File: src/rtl/rtc_pkg.sv
package rtc_pkg;

    typedef struct packed {
        logic [7:0] sec;
        logic [7:0] min;
        logic [7:0] hour;
        logic [7:0] dow;
        logic [7:0] date;
        logic [7:0] mon;
        logic [7:0] year;
        logic [7:0] cent;
    } rtc_time_t;

    localparam int ADDR_W = 3;
    localparam logic [ADDR_W-1:0] A_SEC  = 3'd0;
    localparam logic [ADDR_W-1:0] A_MIN  = 3'd1;
    localparam logic [ADDR_W-1:0] A_HOUR = 3'd2;
    localparam logic [ADDR_W-1:0] A_DOW  = 3'd3;
    localparam logic [ADDR_W-1:0] A_DATE = 3'd4;
    localparam logic [ADDR_W-1:0] A_MON  = 3'd5;
    localparam logic [ADDR_W-1:0] A_YEAR = 3'd6;
    localparam logic [ADDR_W-1:0] A_CENT = 3'd7;
    localparam int FREEZE_BIT = 6;

    localparam rtc_time_t RTC_RESET = '{sec: 8'h00, min: 8'h00, hour: 8'h00,
                                        dow: 8'h01, date: 8'h01, mon: 8'h01,
                                        year: 8'h00, cent: 8'h20};

    function automatic logic [7:0] bcd_inc(input logic [7:0] v);
        if (v[3:0] == 4'd9) return {v[7:4] + 4'd1, 4'd0};
        return {v[7:4], v[3:0] + 4'd1};
    endfunction

    function automatic logic [6:0] bcd_bin(input logic [7:0] v);
        return 7'(v[7:4]) * 7'd10 + 7'(v[3:0]);
    endfunction

    function automatic logic is_leap(input logic [7:0] year, input logic [7:0] cent);
        logic [6:0] yb;
        logic [6:0] cb;
        yb = bcd_bin(year);
        cb = bcd_bin(cent);
        return (yb[1:0] == 2'd0) && ((year != 8'h00) || (cb[1:0] == 2'd0));
    endfunction

    function automatic logic [7:0] month_last(input logic [7:0] mon, input logic leap);
        case (mon)
            8'h02:                      return leap ? 8'h29 : 8'h28;
            8'h04, 8'h06, 8'h09, 8'h11: return 8'h30;
            default:                    return 8'h31;
        endcase
    endfunction

endpackage

File: src/rtl/rtc_time_core.sv
module rtc_time_core
    import rtc_pkg::*;
#(
    parameter logic [7:0] CENT_LAST = 8'h39
) (
    input  logic              clk,
    input  logic              rst_n,
    input  logic              tick,
    input  logic              wr_en,
    input  logic [ADDR_W-1:0] wr_addr,
    input  logic [7:0]        wr_data,
    output rtc_time_t         cur,
    output rtc_time_t         nxt
);

    rtc_time_t adv;
    logic c_sec, c_min, c_hr, c_date, c_mon, c_yr;
    logic [7:0] last_day;

    always_comb begin
        last_day = month_last(cur.mon, is_leap(cur.year, cur.cent));
        c_sec  = (cur.sec == 8'h59);
        c_min  = c_sec && (cur.min == 8'h59);
        c_hr   = c_min && (cur.hour == 8'h23);
        c_date = c_hr && (cur.date == last_day);
        c_mon  = c_date && (cur.mon == 8'h12);
        c_yr   = c_mon && (cur.year == 8'h99);

        adv      = cur;
        adv.sec  = c_sec ? 8'h00 : bcd_inc(cur.sec);
        if (c_sec)  adv.min  = (cur.min == 8'h59) ? 8'h00 : bcd_inc(cur.min);
        if (c_min)  adv.hour = (cur.hour == 8'h23) ? 8'h00 : bcd_inc(cur.hour);
        if (c_hr)   adv.dow  = (cur.dow == 8'h07) ? 8'h01 : bcd_inc(cur.dow);
        if (c_hr)   adv.date = c_date ? 8'h01 : bcd_inc(cur.date);
        if (c_date) adv.mon  = c_mon ? 8'h01 : bcd_inc(cur.mon);
        if (c_mon)  adv.year = c_yr ? 8'h00 : bcd_inc(cur.year);
        if (c_yr)   adv.cent = (cur.cent == CENT_LAST) ? 8'h00 : bcd_inc(cur.cent);

        nxt = tick ? adv : cur;
        if (wr_en) begin
            case (wr_addr)
                A_SEC:   nxt.sec  = wr_data;
                A_MIN:   nxt.min  = wr_data;
                A_HOUR:  nxt.hour = wr_data;
                A_DOW:   nxt.dow  = wr_data;
                A_DATE:  nxt.date = wr_data;
                A_MON:   nxt.mon  = wr_data;
                A_YEAR:  nxt.year = wr_data;
                default: nxt.cent = {2'b00, wr_data[5:0]};
            endcase
        end
    end

    always_ff @(posedge clk) begin
        if (!rst_n) cur <= RTC_RESET;
        else        cur <= nxt;
    end


    sec_wrap_chk: assert property (@(posedge clk) disable iff (!rst_n)
        (tick && !wr_en && cur.sec == 8'h59) |=> (cur.sec == 8'h00 && cur.min != $past(cur.min)));

    idle_hold_chk: assert property (@(posedge clk) disable iff (!rst_n)
        (!tick && !wr_en) |=> $stable(cur));

    dow_wrap_chk: assert property (@(posedge clk) disable iff (!rst_n)
        (tick && !wr_en && cur.dow == 8'h07 && cur.hour == 8'h23 &&
         cur.min == 8'h59 && cur.sec == 8'h59) |=> (cur.dow == 8'h01));

endmodule

File: src/rtl/rtc_view_buf.sv
module rtc_view_buf
    import rtc_pkg::*;
(
    input  logic              clk,
    input  logic              rst_n,
    input  logic              tick,
    input  logic              wr_en,
    input  logic [ADDR_W-1:0] wr_addr,
    input  logic [7:0]        wr_data,
    input  rtc_time_t         live_cur,
    input  rtc_time_t         live_nxt,
    output rtc_time_t         view,
    output logic              frozen
);

    typedef enum logic [1:0] {VIEW_TRACK, VIEW_FROZEN, VIEW_RELOAD} view_state_t;
    view_state_t state, state_nxt;

    logic freeze_wr, freeze_val, copy_en;

    assign freeze_wr  = wr_en && (wr_addr == A_CENT);
    assign freeze_val = wr_data[FREEZE_BIT];
    assign copy_en    = tick && (state != VIEW_FROZEN);
    assign frozen     = (state == VIEW_FROZEN);

    always_comb begin
        state_nxt = state;
        unique case (state)
            VIEW_TRACK:  if (freeze_wr && freeze_val)  state_nxt = VIEW_FROZEN;
            VIEW_FROZEN: if (freeze_wr && !freeze_val) state_nxt = VIEW_RELOAD;
            VIEW_RELOAD: if (freeze_wr && freeze_val)  state_nxt = VIEW_FROZEN;
                         else if (tick)                state_nxt = VIEW_TRACK;
            default:     state_nxt = VIEW_TRACK;
        endcase
    end

    always_ff @(posedge clk) begin
        if (!rst_n) state <= VIEW_TRACK;
        else        state <= state_nxt;
    end

    always_ff @(posedge clk) begin
        if (!rst_n) begin
            view <= RTC_RESET;
        end else if (copy_en) begin
            view <= live_nxt;
        end else if (wr_en) begin
            case (wr_addr)
                A_SEC:   view.sec  <= wr_data;
                A_MIN:   view.min  <= wr_data;
                A_HOUR:  view.hour <= wr_data;
                A_DOW:   view.dow  <= wr_data;
                A_DATE:  view.date <= wr_data;
                A_MON:   view.mon  <= wr_data;
                A_YEAR:  view.year <= wr_data;
                default: view.cent <= {2'b00, wr_data[5:0]};
            endcase
        end
    end


    freeze_stable_chk: assert property (@(posedge clk) disable iff (!rst_n)
        (state == VIEW_FROZEN && !wr_en) |=> $stable(view));

    reload_match_chk: assert property (@(posedge clk) disable iff (!rst_n)
        (tick && state != VIEW_FROZEN && !wr_en) |=> (view == live_cur));

    release_wait_chk: assert property (@(posedge clk) disable iff (!rst_n)
        (state == VIEW_RELOAD && !tick && !wr_en) |=> $stable(view));

endmodule

File: src/rtl/rtc_dbuf_top.sv
module rtc_dbuf_top
    import rtc_pkg::*;
#(
    parameter logic [7:0] CENT_LAST = 8'h39
) (
    input  logic        clk,
    input  logic        rst_n,
    input  logic        tick_1hz,
    input  logic        wr_en,
    input  logic [2:0]  addr,
    input  logic [7:0]  wr_data,
    output logic [7:0]  rd_data
);

    rtc_time_t live_cur, live_nxt, view;
    logic frozen;

    rtc_time_core #(.CENT_LAST(CENT_LAST)) u_core (
        .clk(clk), .rst_n(rst_n), .tick(tick_1hz), .wr_en(wr_en),
        .wr_addr(addr), .wr_data(wr_data), .cur(live_cur), .nxt(live_nxt)
    );

    rtc_view_buf u_view (
        .clk(clk), .rst_n(rst_n), .tick(tick_1hz), .wr_en(wr_en),
        .wr_addr(addr), .wr_data(wr_data), .live_cur(live_cur),
        .live_nxt(live_nxt), .view(view), .frozen(frozen)
    );

    always_comb begin
        case (addr)
            A_SEC:   rd_data = view.sec;
            A_MIN:   rd_data = view.min;
            A_HOUR:  rd_data = view.hour;
            A_DOW:   rd_data = view.dow;
            A_DATE:  rd_data = view.date;
            A_MON:   rd_data = view.mon;
            A_YEAR:  rd_data = view.year;
            default: rd_data = {1'b0, frozen, view.cent[5:0]};
        endcase
    end


    cent_top_chk: assert property (@(posedge clk) disable iff (!rst_n)
        (addr == A_CENT) |-> (rd_data[7] == 1'b0));

endmodule

File: config.mk
export PLATFORM = sky130hd
export DESIGN_NAME = rtc_dbuf_top
export DESIGN_NICKNAME = d
export VERILOG_FILES = /design/src/rtl/rtc_pkg.sv /design/src/rtl/rtc_time_core.sv /design/src/rtl/rtc_view_buf.sv /design/src/rtl/rtc_dbuf_top.sv
export SDC_FILE = /design/constraint.sdc
export NUM_CORES = 1
export LEC_CHECK = 0
export ABC_AREA = 1
export CORE_ASPECT_RATIO = 2
export CORE_MARGIN = 2
export CORE_UTILIZATION = 40
export CTS_CLUSTER_DIAMETER = 30
export DETAILED_ROUTE_END_ITERATION = 8
export DONT_BUFFER_PORTS = 1
export SETUP_SLACK_MARGIN = 0.4
export SYNTH_ARGS = -nofsm -noshare
export SYNTH_HDL_FRONTEND = slang
export SYNTH_SLANG_ARGS = --single-unit
export TNS_END_PERCENT = 1
File: constraint.sdc
create_clock -name clk -period 5.58 [get_ports clk]
set_clock_uncertainty 0.1 [all_clocks]
set_input_delay 1.116 -clock clk [delete_from_list [all_inputs] [get_ports clk]]
set_output_delay 1.116 -clock clk [all_outputs]
set_load 0.05 [all_outputs]
==> flow_summary.json <==
{
  "synth_xor_area_share_pct": 1.989,
  "ys_seq_elements": 128,
  "post-cts-setup-buffers": 0,
  "outcome": "completed",
  "cts_tree": "yes",
  "nets": 1145,
  "synth_compound_area_share_pct": 20.43,
  "synthSimpleGateAreaFrac_pct": 27.98,
  "grt_pass1_wl_mm": 38.39,
  "synth_ff_type": "dfxtp_1",
  "num_vias": 7392,
  "synthMuxAreaShare_pct": 0.1337,
  "synth_edf_count": 0,
  "cts_buffers": 17,
  "drc": 0,
  "dpl_cell_area_sq_um": 7677,
  "ant_nets": 0,
  "start_util_pct": 40.89,
  "critPathRequiredTime_ns": 4.36,
  "routedWlPerCell_um": 18.55,
  "portBuffers": 0,
  "io_pins": 23,
  "die_h_um": 197.5,
  "final_area_sq_um": 8253,
  "slew_violations": 0,
  "cp_max_fo": 5,
  "layout.cells.non_filler": 1328,
  "grtUsageMet2_pct": 47.11,
  "grt_overflow_total": 0,
  "peakVddDrop_mv": 0.2441,
  "min_path_type": "flip-flop to flip-flop",
  "wirelength_mm": 24.64,
  "synth.top_cell.area_share_pct": 34.24,
  "gp_congestion": 1.037,
  "async_flop_share_pct": 0,
  "drtIter0Drc": 378,
  "cts_root_buf": "clkbuf_16",
  "clk_latency_ns": 0.43,
  "path_clk_slew_ns": 0.05,
  "p_leak_nw": 3.582,
  "numClockSinks": 128,
  "synth_top_area_cell": "dfxtp_1",
  "ctsHoldBuffers": 0,
  "n_fill_cell": 1888,
  "path_cells": "inv_1, nor2_1, nand2_1, inv_1, nand2_1, nand3_1, a221oi_1, a21oi_1",
  "top_usage_layer": "met2",
  "htree_num_levels": 4,
  "die_w_um": 100.7,
  "setup_tns_ns": 0,
  "fin_crit_ns": 3.853,
  "cpPeakStageDelay_ns": 0.86,
  "viasPerCell": 5.566,
  "drive_gt1_share_pct": 6.295,
  "synthAdderAreaFrac_pct": 5.182,
  "antenna_found_initial": 0,
  "grt_use_total_pct": 25.56,
  "cts_resized": 0,
  "syn_inst": 1108,
  "synth_warnings": 0,
  "synth_most_common_cell": "nand2_1",
  "syn_area_per_cell_sq_um": 6.755,
  "synth_area_sq_um": 7485,
  "die_area_sq_um": 19890,
  "power_density_nw_per_um2": 282.3,
  "rows": 70,
  "slowest_stage": "a21oi_1",
  "max_freq_ghz": 0.2595,
  "dp.final_hpwl_mm": 18.74,
  "yosysSeqAreaShare_pct": 34.24,
  "worstSetupPathType": "input pin to output port",
  "grt_max_degree": 48,
  "maxCapViolations": 0,
  "netlist_top_cells_count": "nand2_1, inv_1, dfxtp_1, nor2_1, a21oi_1",
  "endpoint_kind": "output port",
  "cp-start-kind": "input pin",
  "finalSetupViolations": 0,
  "grt_pass1_vias": 7141,
  "antenna_cells": 0,
  "gr-usage-met3_pct": 3.822,
  "worst_ep_arrival_time_ns": 2.64,
  "use_met1_pct": 25.03,
  "area_growth_pct": 10.26,
  "synth_cell_types": 51,
  "syn-num-nets": 1154,
  "first_pass_iters": 6,
  "rsz0062_at_grt": "no",
  "worst_pin_slew_ns": 1.117,
  "total_power_mw": 2.330,
  "fin_crit_sh_pct": 69.06,
  "relSlewSlack_pct": 25.77,
  "hold_viol": 0,
  "numPlacedInstances": 1296,
  "synth_top_family_by_area": "simple AND/OR/NAND/NOR gates",
  "core_sq_um": 18310,
  "clock_path_buffers": 2,
  "netlist_top_cells_area": "dfxtp_1, nand2_1, inv_1, nor2_1, a21oi_1"
}
==> per-layer routing <==
layer | vias to the layer above | routed length [um]
met5 | - | 0
met4 | 0 | 1829
met3 | 78 | 925
met2 | 199 | 13150
met1 | 3441 | 8737
li1 | 3674 | -
==> cells in the final DEF, fill, tap and decap left out, drive strengths merged, types with 19 or more instances in the layout <==
cell type,n
nand2,211
inv,160
nor2,137
dfxtp,128
a21oi,88
o21ai,85
nand3,80
ha,31
clkbuf,22
o211ai,19
==> report_power, final <==
part | internal (mW) | leakage (nW) | switching [mW]
combinational | 0.0717 | 2.26 | 0.169
clock | 0.678 | 0.276 | 0.418
sequential | 0.957 | 1.05 | 0.0364
==> worst paths after layout <==
| check | slack (ns) | end | from | depth (start not counted) |
|---|---|---|---|---|
| worst max-delay path | 1.73 | rd_data[0] | addr[0] | 8 |
| worst min-delay path | 0.37 | u_view.view[47] | u_view.view[47] | 2 |
| worst max register to register | 2.54 | u_view.view[46] | u_core.cur[57] | 15 |
| worst min register to register | 0.37 | u_view.view[47] | u_view.view[47] | 2 |
==> registers in the layout (all words and copies together) (netlist names) <==
signal	count
u_view.view	62
u_view.state	2
u_core.cur	64
==> stage by stage <==
step,utilization [%],hold slack (ns),setup slack (ns)
6_report,45.09,0.3672,1.727
5_1_grt,45.09,0.3898,1.610
4_1_cts,45.09,0.3657,1.750
3_5_place_dp,41.94,0.3571,1.756
3_3_place_gp,41.94,0.3554,1.770
2_1_floorplan,-,0.3404,1.955
==> worst max-delay path, delay by kind of cell <==
kind / cells / cell delay [ns]
AO/OA/AOI/OAI: 2 / 0.91
buffers and inverters: 2 / 0.18
AND/OR/NAND/NOR: 4 / 0.43
==> cell families after synthesis <==
logic type | count (synthesis)
DFF | 128
and+or+nand+nor | 472
muxes | 1
AOI/OAI and AO/OA | 259
xor gates and xnor gates | 17
adders and majority gates | 31
buffers and inverters | 200
==> layout make-up <==
class                           count  area (sq um)  share of cell area, %
Clock buffer                       22         464.2                  5.625
Timing Repair Buffer                7         52.55                 0.6367
Sequential cell                   128          2562                  31.05
Tap cell                          216         270.3                  3.275
Clock inverter                     10         111.4                  1.349
Inverter                          165         619.3                  7.505
Multi-Input combinational cell    780          4173                  50.56
Note: power is estimated with default switching activity, not from simulation.
